**src/rtl/fpx_pkg.sv**
```systemverilog
package fpx_pkg;
  localparam int FLAG_W = 5;
  localparam int REG_W  = 32;
  localparam int EN_LSB  = 23;
  localparam int TT_LSB  = 14;
  localparam int TT_W    = 3;
  localparam int ACC_LSB = 5;
  localparam int CUR_LSB = 0;
  // trap-type code meaning "IEEE exception"
  localparam logic [TT_W-1:0] TT_IEEE = 3'b001;
  // flag bit positions: invalid 4, overflow 3, underflow 2, divzero 1, inexact 0
  localparam int FX_INVALID  = 4;
  localparam int FX_INEXACT  = 0;
endpackage

```
**src/rtl/fpx_prio_pick.sv**
```systemverilog
// Keeps only the highest-index set bit of req (index W-1 is most severe).
module fpx_prio_pick #(
  parameter int W = 5
) (
  input  logic [W-1:0] req,
  output logic [W-1:0] gnt
);
  logic [W:0] hit_at_or_above;

  assign hit_at_or_above[W] = 1'b0;

  for (genvar i = 0; i < W; i++) begin : g_pick
    assign hit_at_or_above[i] = hit_at_or_above[i+1] | req[i];
    assign gnt[i]             = req[i] & ~hit_at_or_above[i+1];
  end
endmodule

```
**src/rtl/fpx_trap_eval.sv**
```systemverilog
// Combinational trap decision and current-field value for one update.
module fpx_trap_eval #(
  parameter int W = 5
) (
  input  logic [W-1:0] flags,
  input  logic [W-1:0] enables,
  output logic         trap,
  output logic [W-1:0] cur_next
);
  logic [W-1:0] armed;
  logic [W-1:0] single;

  assign armed = flags & enables;

  fpx_prio_pick #(.W(W)) u_pick (
    .req (armed),
    .gnt (single)
  );

  assign trap     = |armed;
  assign cur_next = trap ? single : flags;
endmodule

```
**src/rtl/fpx_status_reg.sv**
```systemverilog
// Holds the status word and the registered trap request.
module fpx_status_reg #(
  parameter int              REG_W   = 32,
  parameter int              FLAG_W  = 5,
  parameter int              ACC_LSB = 5,
  parameter int              CUR_LSB = 0,
  parameter int              TT_LSB  = 14,
  parameter int              TT_W    = 3,
  parameter logic [TT_W-1:0] TT_CODE = 3'b001
) (
  input  logic              clk,
  input  logic              rst,
  input  logic              wr_en,
  input  logic [REG_W-1:0]  wr_data,
  input  logic              clr_tt,
  input  logic              upd,
  input  logic [FLAG_W-1:0] flags,
  input  logic              trap,
  input  logic [FLAG_W-1:0] cur_next,
  output logic [REG_W-1:0]  status_q,
  output logic              trap_q
);
  logic [REG_W-1:0] nxt;
  logic             trap_d;

  always_comb begin
    nxt = status_q;
    if (clr_tt) nxt[TT_LSB +: TT_W] = '0;
    if (upd) begin
      nxt[CUR_LSB +: FLAG_W] = cur_next;
      if (trap) nxt[TT_LSB +: TT_W] = TT_CODE;
      else      nxt[ACC_LSB +: FLAG_W] = status_q[ACC_LSB +: FLAG_W] | flags;
    end
    if (wr_en) nxt = wr_data;
  end

  assign trap_d = upd & trap & ~wr_en;

  always_ff @(posedge clk) begin
    if (rst) begin
      status_q <= '0;
      trap_q   <= 1'b0;
    end else begin
      status_q <= nxt;
      trap_q   <= trap_d;
    end
  end
endmodule

```
**src/rtl/fpx_status_recorder.sv**
```systemverilog
module fpx_status_recorder #(
  parameter int              FLAG_W  = fpx_pkg::FLAG_W,
  parameter int              REG_W   = fpx_pkg::REG_W,
  parameter int              EN_LSB  = fpx_pkg::EN_LSB,
  parameter int              ACC_LSB = fpx_pkg::ACC_LSB,
  parameter int              CUR_LSB = fpx_pkg::CUR_LSB,
  parameter int              TT_LSB  = fpx_pkg::TT_LSB,
  parameter int              TT_W    = fpx_pkg::TT_W,
  parameter logic [TT_W-1:0] TT_CODE = fpx_pkg::TT_IEEE
) (
  input  logic              clk,
  input  logic              rst,
  input  logic              upd_valid,
  input  logic [FLAG_W-1:0] upd_flags,
  input  logic              clr_ttype,
  input  logic              wr_en,
  input  logic [REG_W-1:0]  wr_data,
  output logic [REG_W-1:0]  status_q,
  output logic              trap_req
);
  logic              upd_live;
  logic              trap;
  logic [FLAG_W-1:0] cur_next;

  // a strobe with no flags is a no-op
  assign upd_live = upd_valid & (|upd_flags);

  fpx_trap_eval #(.W(FLAG_W)) u_eval (
    .flags    (upd_flags),
    .enables  (status_q[EN_LSB +: FLAG_W]),
    .trap     (trap),
    .cur_next (cur_next)
  );

  fpx_status_reg #(
    .REG_W(REG_W), .FLAG_W(FLAG_W), .ACC_LSB(ACC_LSB), .CUR_LSB(CUR_LSB),
    .TT_LSB(TT_LSB), .TT_W(TT_W), .TT_CODE(TT_CODE)
  ) u_reg (
    .clk      (clk),
    .rst      (rst),
    .wr_en    (wr_en),
    .wr_data  (wr_data),
    .clr_tt   (clr_ttype),
    .upd      (upd_live),
    .flags    (upd_flags),
    .trap     (trap),
    .cur_next (cur_next),
    .status_q (status_q),
    .trap_q   (trap_req)
  );

  AST_ZERO_FLAGS_QUIET: assert property (@(posedge clk) disable iff (rst)
    (upd_valid && upd_flags == '0 && !wr_en && !clr_ttype) |=> (!trap_req && $stable(status_q)));
  AST_TRAP_SINGLE_BIT: assert property (@(posedge clk) disable iff (rst)
    trap_req |-> ($countones(status_q[CUR_LSB +: FLAG_W]) == 1));
  AST_TRAP_KEEPS_ACCRUED: assert property (@(posedge clk) disable iff (rst)
    trap_req |-> (status_q[ACC_LSB +: FLAG_W] == $past(status_q[ACC_LSB +: FLAG_W])));
  AST_TRAP_TYPE_SET: assert property (@(posedge clk) disable iff (rst)
    trap_req |-> (status_q[TT_LSB +: TT_W] == TT_CODE));
  AST_WRITE_WINS: assert property (@(posedge clk) disable iff (rst)
    wr_en |=> (status_q == $past(wr_data) && !trap_req));
  AST_NO_TRAP_WITHOUT_STROBE: assert property (@(posedge clk) disable iff (rst)
    !upd_valid |=> !trap_req);
endmodule

```
**config.mk**
```make
export PLATFORM = sky130hd
export DESIGN_NAME = fpx_status_recorder
export DESIGN_NICKNAME = d
export VERILOG_FILES = /design/src/rtl/fpx_pkg.sv /design/src/rtl/fpx_prio_pick.sv /design/src/rtl/fpx_trap_eval.sv /design/src/rtl/fpx_status_reg.sv /design/src/rtl/fpx_status_recorder.sv
export SDC_FILE = /design/constraint.sdc
export NUM_CORES = 1
export LEC_CHECK = 0
export BUFFER_PORTS_ARGS = -buffer_cell sky130_fd_sc_hd__buf_4
export CORE_ASPECT_RATIO = 0.8
export CORE_UTILIZATION = 43
export DETAILED_ROUTE_END_ITERATION = 16
export GPL_ROUTABILITY_DRIVEN = 0
export PLACE_DENSITY = 0.79
export SLEW_MARGIN = 20
export SYNTH_ARGS = -nofsm -noshare
export SYNTH_HDL_FRONTEND = slang
export SYNTH_SLANG_ARGS = --single-unit
```
**constraint.sdc**
```tcl
create_clock -name clk -period 1.7 [get_ports clk]
set_clock_uncertainty 0.1 [all_clocks]
set_input_delay 0.085 -clock clk [delete_from_list [all_inputs] [get_ports clk]]
set_output_delay 0.085 -clock clk [all_outputs]
set_load 0.02 [all_outputs]
```
==> results of run 1 <==
==> layout make-up <==
class / count / area (um2) / area share
multi-input combinational: 94 / 666 / 0.289
inverter: 2 / 7.51 / 0.00326
clock buffer: 6 / 72.6 / 0.0315
timing repair buffer: 103 / 841 / 0.365
sequential: 33 / 662 / 0.287
tap: 38 / 47.5 / 0.0206
clock inverter: 2 / 10.0 / 0.00434
==> critical path, delay by kind of cell (launching register included) <==
kind	cells	cell delay (ns)
simple gates	2	0.56
compound gates	2	0.55
flops	1	0.34
==> worst paths after layout <==
kind                                    startpoint            endpoint  slack (ns)  cells after the start
worst max register to register  u_reg.status_q[25]   u_reg.status_q[8]        0.06                      4
worst min-delay path                  upd_flags[2]   u_reg.status_q[2]        0.01                      3
worst min register to register  u_reg.status_q[22]  u_reg.status_q[22]        0.40                      2
worst max-delay path            u_reg.status_q[25]   u_reg.status_q[8]        0.06                      4
==> stage by stage <==
step                setup WS [ns]  hold WS (ns)  cell area [um2]  utilization   TNS [ns]
detailed placement          0.113         0.212             1940        0.670          0
global placement            0.187         0.199             1940        0.670          0
CTS                         0.108       0.00722             2290        0.792          0
global route            -0.000294        0.0235             2310        0.797  -0.000294
finish                     0.0631        0.0107             2310        0.797          0
floorplan                   0.131         0.111             1370            -          0
==> power by group through the flow <==
stage / combinational (mW) / sequential (mW) / clock (mW)
after floorplan: 0.137 / 0.929 / 0
after global placement: 0.372 / 0.868 / 0
after detailed placement: 0.383 / 0.870 / 0
after CTS: 0.433 / 0.854 / 0.562
after global routing: 0.471 / 0.861 / 0.605
final: 0.443 / 0.857 / 0.549
==> registers in the layout (all words and copies together), names as in the netlist <==
| name | count |
|---|---|
| u_reg.status_q | 32 |
| u_reg.trap_q | 1 |
==> cell families (layout without fill, tap and decap cells) <==
family,Yosys count,in the layout,synth area share
simple gates,51,51,0.188
flops,33,33,0.484
buf+inv,11,113,0.0339
mux,21,21,0.154
compound gates,22,22,0.141
==> repair_timing <==
action	CTS	global route
endpoints found under the setup margin	0	4
setup buffers	0	1
endpoints found under the hold margin	27	0
hold buffers	27	0
gates resized for setup	0	3
==> placed cells by master (no fill, tap or decap), types with 2 or more instances in the layout <==
cell type,instances
buf_4,76
nor2_1,23
a211oi_1,4
dfxtp_1,32
mux2i_1,21
dlygate4sd3_1,27
a21oi_1,2
clkinv_2,2
inv_1,2
nor3_1,6
clkbuf_8,5
a32o_1,2
a22oi_1,2
nand2_1,6
nor2b_1,7
==> routing by layer <==
metal / track usage / vias up
met5: 0 / -
met4: 0.112 / 0
met3: 0.0739 / 8
met2: 0.408 / 55
met1: 0.290 / 672
li1: - / 697
==> metrics.csv, run 1 <==
metric,value,unit
share of total power in the clock network,0.297,
number of nets with antenna violations after detailed routing,0,
maximum vdd drop,0.000565,V
share of the synthesized area in the top cell type,0.484,
most numerous cell in the Yosys netlist,dfxtp_1,
Core Footprint,0.00289,mm2
Final Critical Period,1.64,ns
master of the slowest instance on the critical path,a222oi_1,
average cell area after synthesis,9.90,um2
Initial DRC Count,83,
count of yosys warnings during synthesis,0,
diode insertion count for antenna repair,0,
filler instances,188,
proportion of synthesized flip-flops having asynchronous set or reset,0,
synthesized instance count,138,
reported net switching power,508,uW
max-slew violation total from the final report,0,
Required @ worst endpoint,1.80,ns
starting density of the core,0.472,
"Worst Path Class, Setup",reg -> reg,
crit-path max cell delay,0.47,ns
non-filler cells in the finished layout,278,
Port-buffer cells,74,
net count of the mapped netlist,180,
die outline height,52.4,um
leakage component of the power,1.08,nW
Wirelength per Cell,15.1,um
ratio of cells with drive above 1 in the final layout,0.383,
PD cells,802,mW/mm2
standard-cell rows,17,
number of vias after detailed routing,1432,
part of the power in registers,0.463,
number of top-level pins,75,
dominant cell type by area after synthesis,dfxtp_1,
area growth from synthesis to layout,68.8,%
endpoint kind of the worst setup timing path,flip-flop,
post-CTS clock slew at the launch and capture registers of the worst setup and hold paths,0.07,ns
post-synthesis cell type count,33,
unrepaired setup endpoints after global routing,true,
total global-route track usage,0.245,
register bit total from synthesis,33,
# DRC,0,
number of synthesized flops with an enable pin,0,
# setup viols final,0,
"Seq/Total Area, Yosys",0.484,
Sinks on Clock Net,33,
Fmax,611,MHz
antenna violations before repair,0,
top routing layer in use,met4,
final net count,281,
Die Outline Area,0.00341,mm2
TritonCTS Buffers,5,
Met1 Wirelength,1760,um
cell-by-cell trace of the critical path,a222oi_1 > and4_4 > a211oi_1 > nor3_1,
wire length of the first global-routing pass,6150,um
top area cells in the synthesized netlist,"dfxtp_1 48%, mux2i_1 15%, nor2_1 6.3%",
headroom to the max-slew limit,0.614,
Skew-Pair Late Insertion Delay,0.27,ns
cell at the root of the clock tree,clkbuf_8,
maximum number of pins on one net before global-route repair,47,
total of max-cap violations,0,
run status,"complete, no violations",
buffer levels on the longest clock path,2,
net switching fraction of the power,0.275,
H-tree levels,2,
via/cell ratio,5.15,
power share of the combinational group,0.240,
clock tree from TritonCTS,built,
via count of the first global-routing pass,1330,
PnR Total Power,1.85,mW
Pint,1.34,mW
horizontal die dimension,65.0,um
post-route clock period utilization,0.963,
Routed Wire Length,4200,um
worst hold-check path type,in -> reg,
Hold Fails Final Rpt,0,
Synth Flop Type,dfxtp_1,
number of placed cells counting well taps,242,
post-synthesis instance area,0.00137,mm2
slew at the pin closest to its max-slew limit,0.579,ns
GR Overflow Total,0,
critical path startpoint category,flip-flop,
Critical Path AT,1.73,ns
top cells by instance count after synthesis,"33 x dfxtp_1, 23 x nor2_1, 21 x mux2i_1",
detailed-routed wire length on met3,223,um
Pre-antenna DRT Iters,4,
biggest fanout along the worst timing path,5,
wire length on met2,2140,um
No activity file was read; power rests on OpenSTA's default activity.
==> inputs of run 2 (changes only) <==
- BUFFER_PORTS_ARGS: -buffer_cell sky130_fd_sc_hd__buf_4 -> -buffer_cell sky130_fd_sc_hd__buf_2
==> run 2 against run 1 <==
Against the previous run:
- via count rose by 4.7%
- highest routed layer unchanged
- design area fell by 6.9%
- routed wire length rose by 1.4%
- final cell count rose by 1.1%
- worst hold slack got worse by 0.0059 ns
- maximum frequency rose by 2.9%
- combinational power fell by 10%
- largest cell class unchanged
==> metrics.csv, run 2 (synthesis gave the netlist of run 1 again) <==
metric,value,unit
run status,"complete, no violations",
Final Critical Period,1.59,ns
master of the slowest instance on the critical path,dfxtp_1,
critical path startpoint category,flip-flop,
"setup slack, reg-to-reg",0.11,ns
Sum Neg Setup Slack,0,ns
Port-buffer cells,74,
cell at the root of the clock tree,clkbuf_8,
number of top-level pins,75,
max-slew violation total from the final report,0,
post-CTS clock slew at the launch and capture registers of the worst setup and hold paths,0.07,ns
diode insertion count for antenna repair,0,
maximum vdd drop,0.000671,V
total global-route track usage,0.255,
"commonest cells after routing, fill and taps aside","74 x buf_2, 33 x dfxtp_1, 27 x dlygate4sd3_1, 23 x nor2_1, 21 x mux2i_1",
"flip-flop count of the largest register, all copies and words added",32,
Critical Path AT,1.67,ns
via/cell ratio,5.34,
antenna violations before repair,0,
Reg2Reg Launch Point,u_reg.status_q[27],
post-route clock period utilization,0.935,
filler instances,207,
count of buffering cells on the critical path with inverters included,1,
Pre-antenna DRT Iters,4,
wire length of the first global-routing pass,6330,um
instance count on the critical path,5,
Setup crit start,u_reg.status_q[27],
Placement Cell Area,0.00178,mm2
Fmax,629,MHz
Sinks on Clock Net,33,
cell-by-cell trace of the critical path,a222oi_1 > buf_4 > and3_1 > or2_1 > a32o_1,
slew at the pin closest to its max-slew limit,0.561,ns
depth of the worst register-to-register path,5,
unrepaired setup endpoints after global routing,false,
area growth from synthesis to layout,57.1,%
number of vias after detailed routing,1500,
Reg-to-Reg End,u_reg.status_q[15],
starting density of the core,0.472,
horizontal die dimension,65.0,um
hold path start,wr_data[14],
worst hold-check path type,in -> reg,
total of max-cap violations,0,
buffer levels on the longest clock path,2,
Hold Fails Final Rpt,0,
Core Footprint,0.00289,mm2
non-filler cells in the finished layout,281,
Regs by FF count,"u_reg.status_q: 32 flops, u_reg.trap_q: 1 flops",
ratio of cells with drive above 1 in the final layout,0.379,
TritonCTS Buffers,5,
via count of the first global-routing pass,1331,
"commonest non-fill, non-tap cell in the layout",buf_2,
GR Overflow Total,0,
Die Outline Area,0.00341,mm2
post-route cell area,0.00215,mm2
largest delay contributor family on the critical path,simple AND/OR/NAND/NOR gates,
crit-path max cell delay,0.41,ns
maximum number of pins on one net before global-route repair,29,
leakage component of the power,1.05,nW
endpoint kind of the worst setup timing path,flip-flop,
largest register by flop count,u_reg.status_q,
H-tree levels,2,
Required @ worst endpoint,1.78,ns
detailed placement HPWL,2700,um
number of gates given a new drive strength after cts,0,
"Worst Path Class, Setup",reg -> reg,
Routed Wire Length,4260,um
Wirelength per Cell,15.2,um
headroom to the max-slew limit,0.626,
die outline height,52.4,um
clock tree from TritonCTS,built,
final net count,285,
Skew-Pair Late Insertion Delay,0.28,ns
number of placed cells counting well taps,246,
PD cells,856,mW/mm2
# DRC,0,
# setup viols final,0,
biggest fanout along the worst timing path,5,
capturing instance or port of the critical path,u_reg.status_q[15],
number of nets with antenna violations after detailed routing,0,
standard-cell rows,17,
Initial DRC Count,81,
-- run 2: where the power goes --
group / switching (mW) / internal [mW] / leakage (nW) / total, mW
Clock: 0.268 / 0.321 / 0.0443 / 0.589
Sequential: 0.0290 / 0.824 / 0.273 / 0.853
Combinational: 0.211 / 0.186 / 0.734 / 0.397
Total: 0.508 / 1.33 / 1.05 / 1.84
-- run 2: per-layer routing --
metal	GRT usage	up-vias	part of all wire
met1	0.300	705	0.40
met5	0	-	0
met4	0.123	0	0.019
met3	0.0565	12	0.066
met2	0.443	78	0.51
li1	-	705	-
-- run 2: final cells by class --
type | count | area [um2] | area share
Clock buffer | 7 | 86.3 | 0.0402
Inverter | 2 | 7.51 | 0.00350
Timing Repair Buffer | 107 | 686 | 0.319
Tap cell | 38 | 47.5 | 0.0221
Sequential cell | 33 | 661 | 0.308
Multi-Input combinational cell | 94 | 659 | 0.307
-- run 2: worst min-delay path: cells and delay by family --
family | cells | cell delay, ns
AOI/OAI and AO/OA | 2 | 0.20
buffers and inverters | 1 | 0.07
-- run 2: worst min-delay path by stage --
stage | cells past startpoint | slack (ns) | to
after floorplan | 1 | 0.11 | u_reg.status_q[15]
after global placement | 2 | 0.20 | u_reg.status_q[15]
after detailed placement | 2 | 0.21 | u_reg.status_q[15]
after CTS | 3 | 0.01 | u_reg.status_q[14]
after global routing | 3 | 0.04 | u_reg.status_q[14]
final | 3 | 0.005 | u_reg.status_q[14]
-- run 2: timing repair --
item | CTS | global route
endpoints found under the setup margin | 0 | 3
hold buffers | 27 | 0
setup buffers | 0 | 1
endpoints found under the hold margin | 27 | 0
-- run 2: through the flow --
stage               total power, mW   util  hold WS, ns  setup slack (ns)
finish                         1.84  0.742      0.00473             0.110
global route                   1.91  0.742       0.0386            0.0304
CTS                            1.83  0.740       0.0104             0.125
detailed placement             1.20  0.616        0.206             0.128
global placement               1.19  0.616        0.203             0.197
floorplan                      1.07      -        0.111             0.131
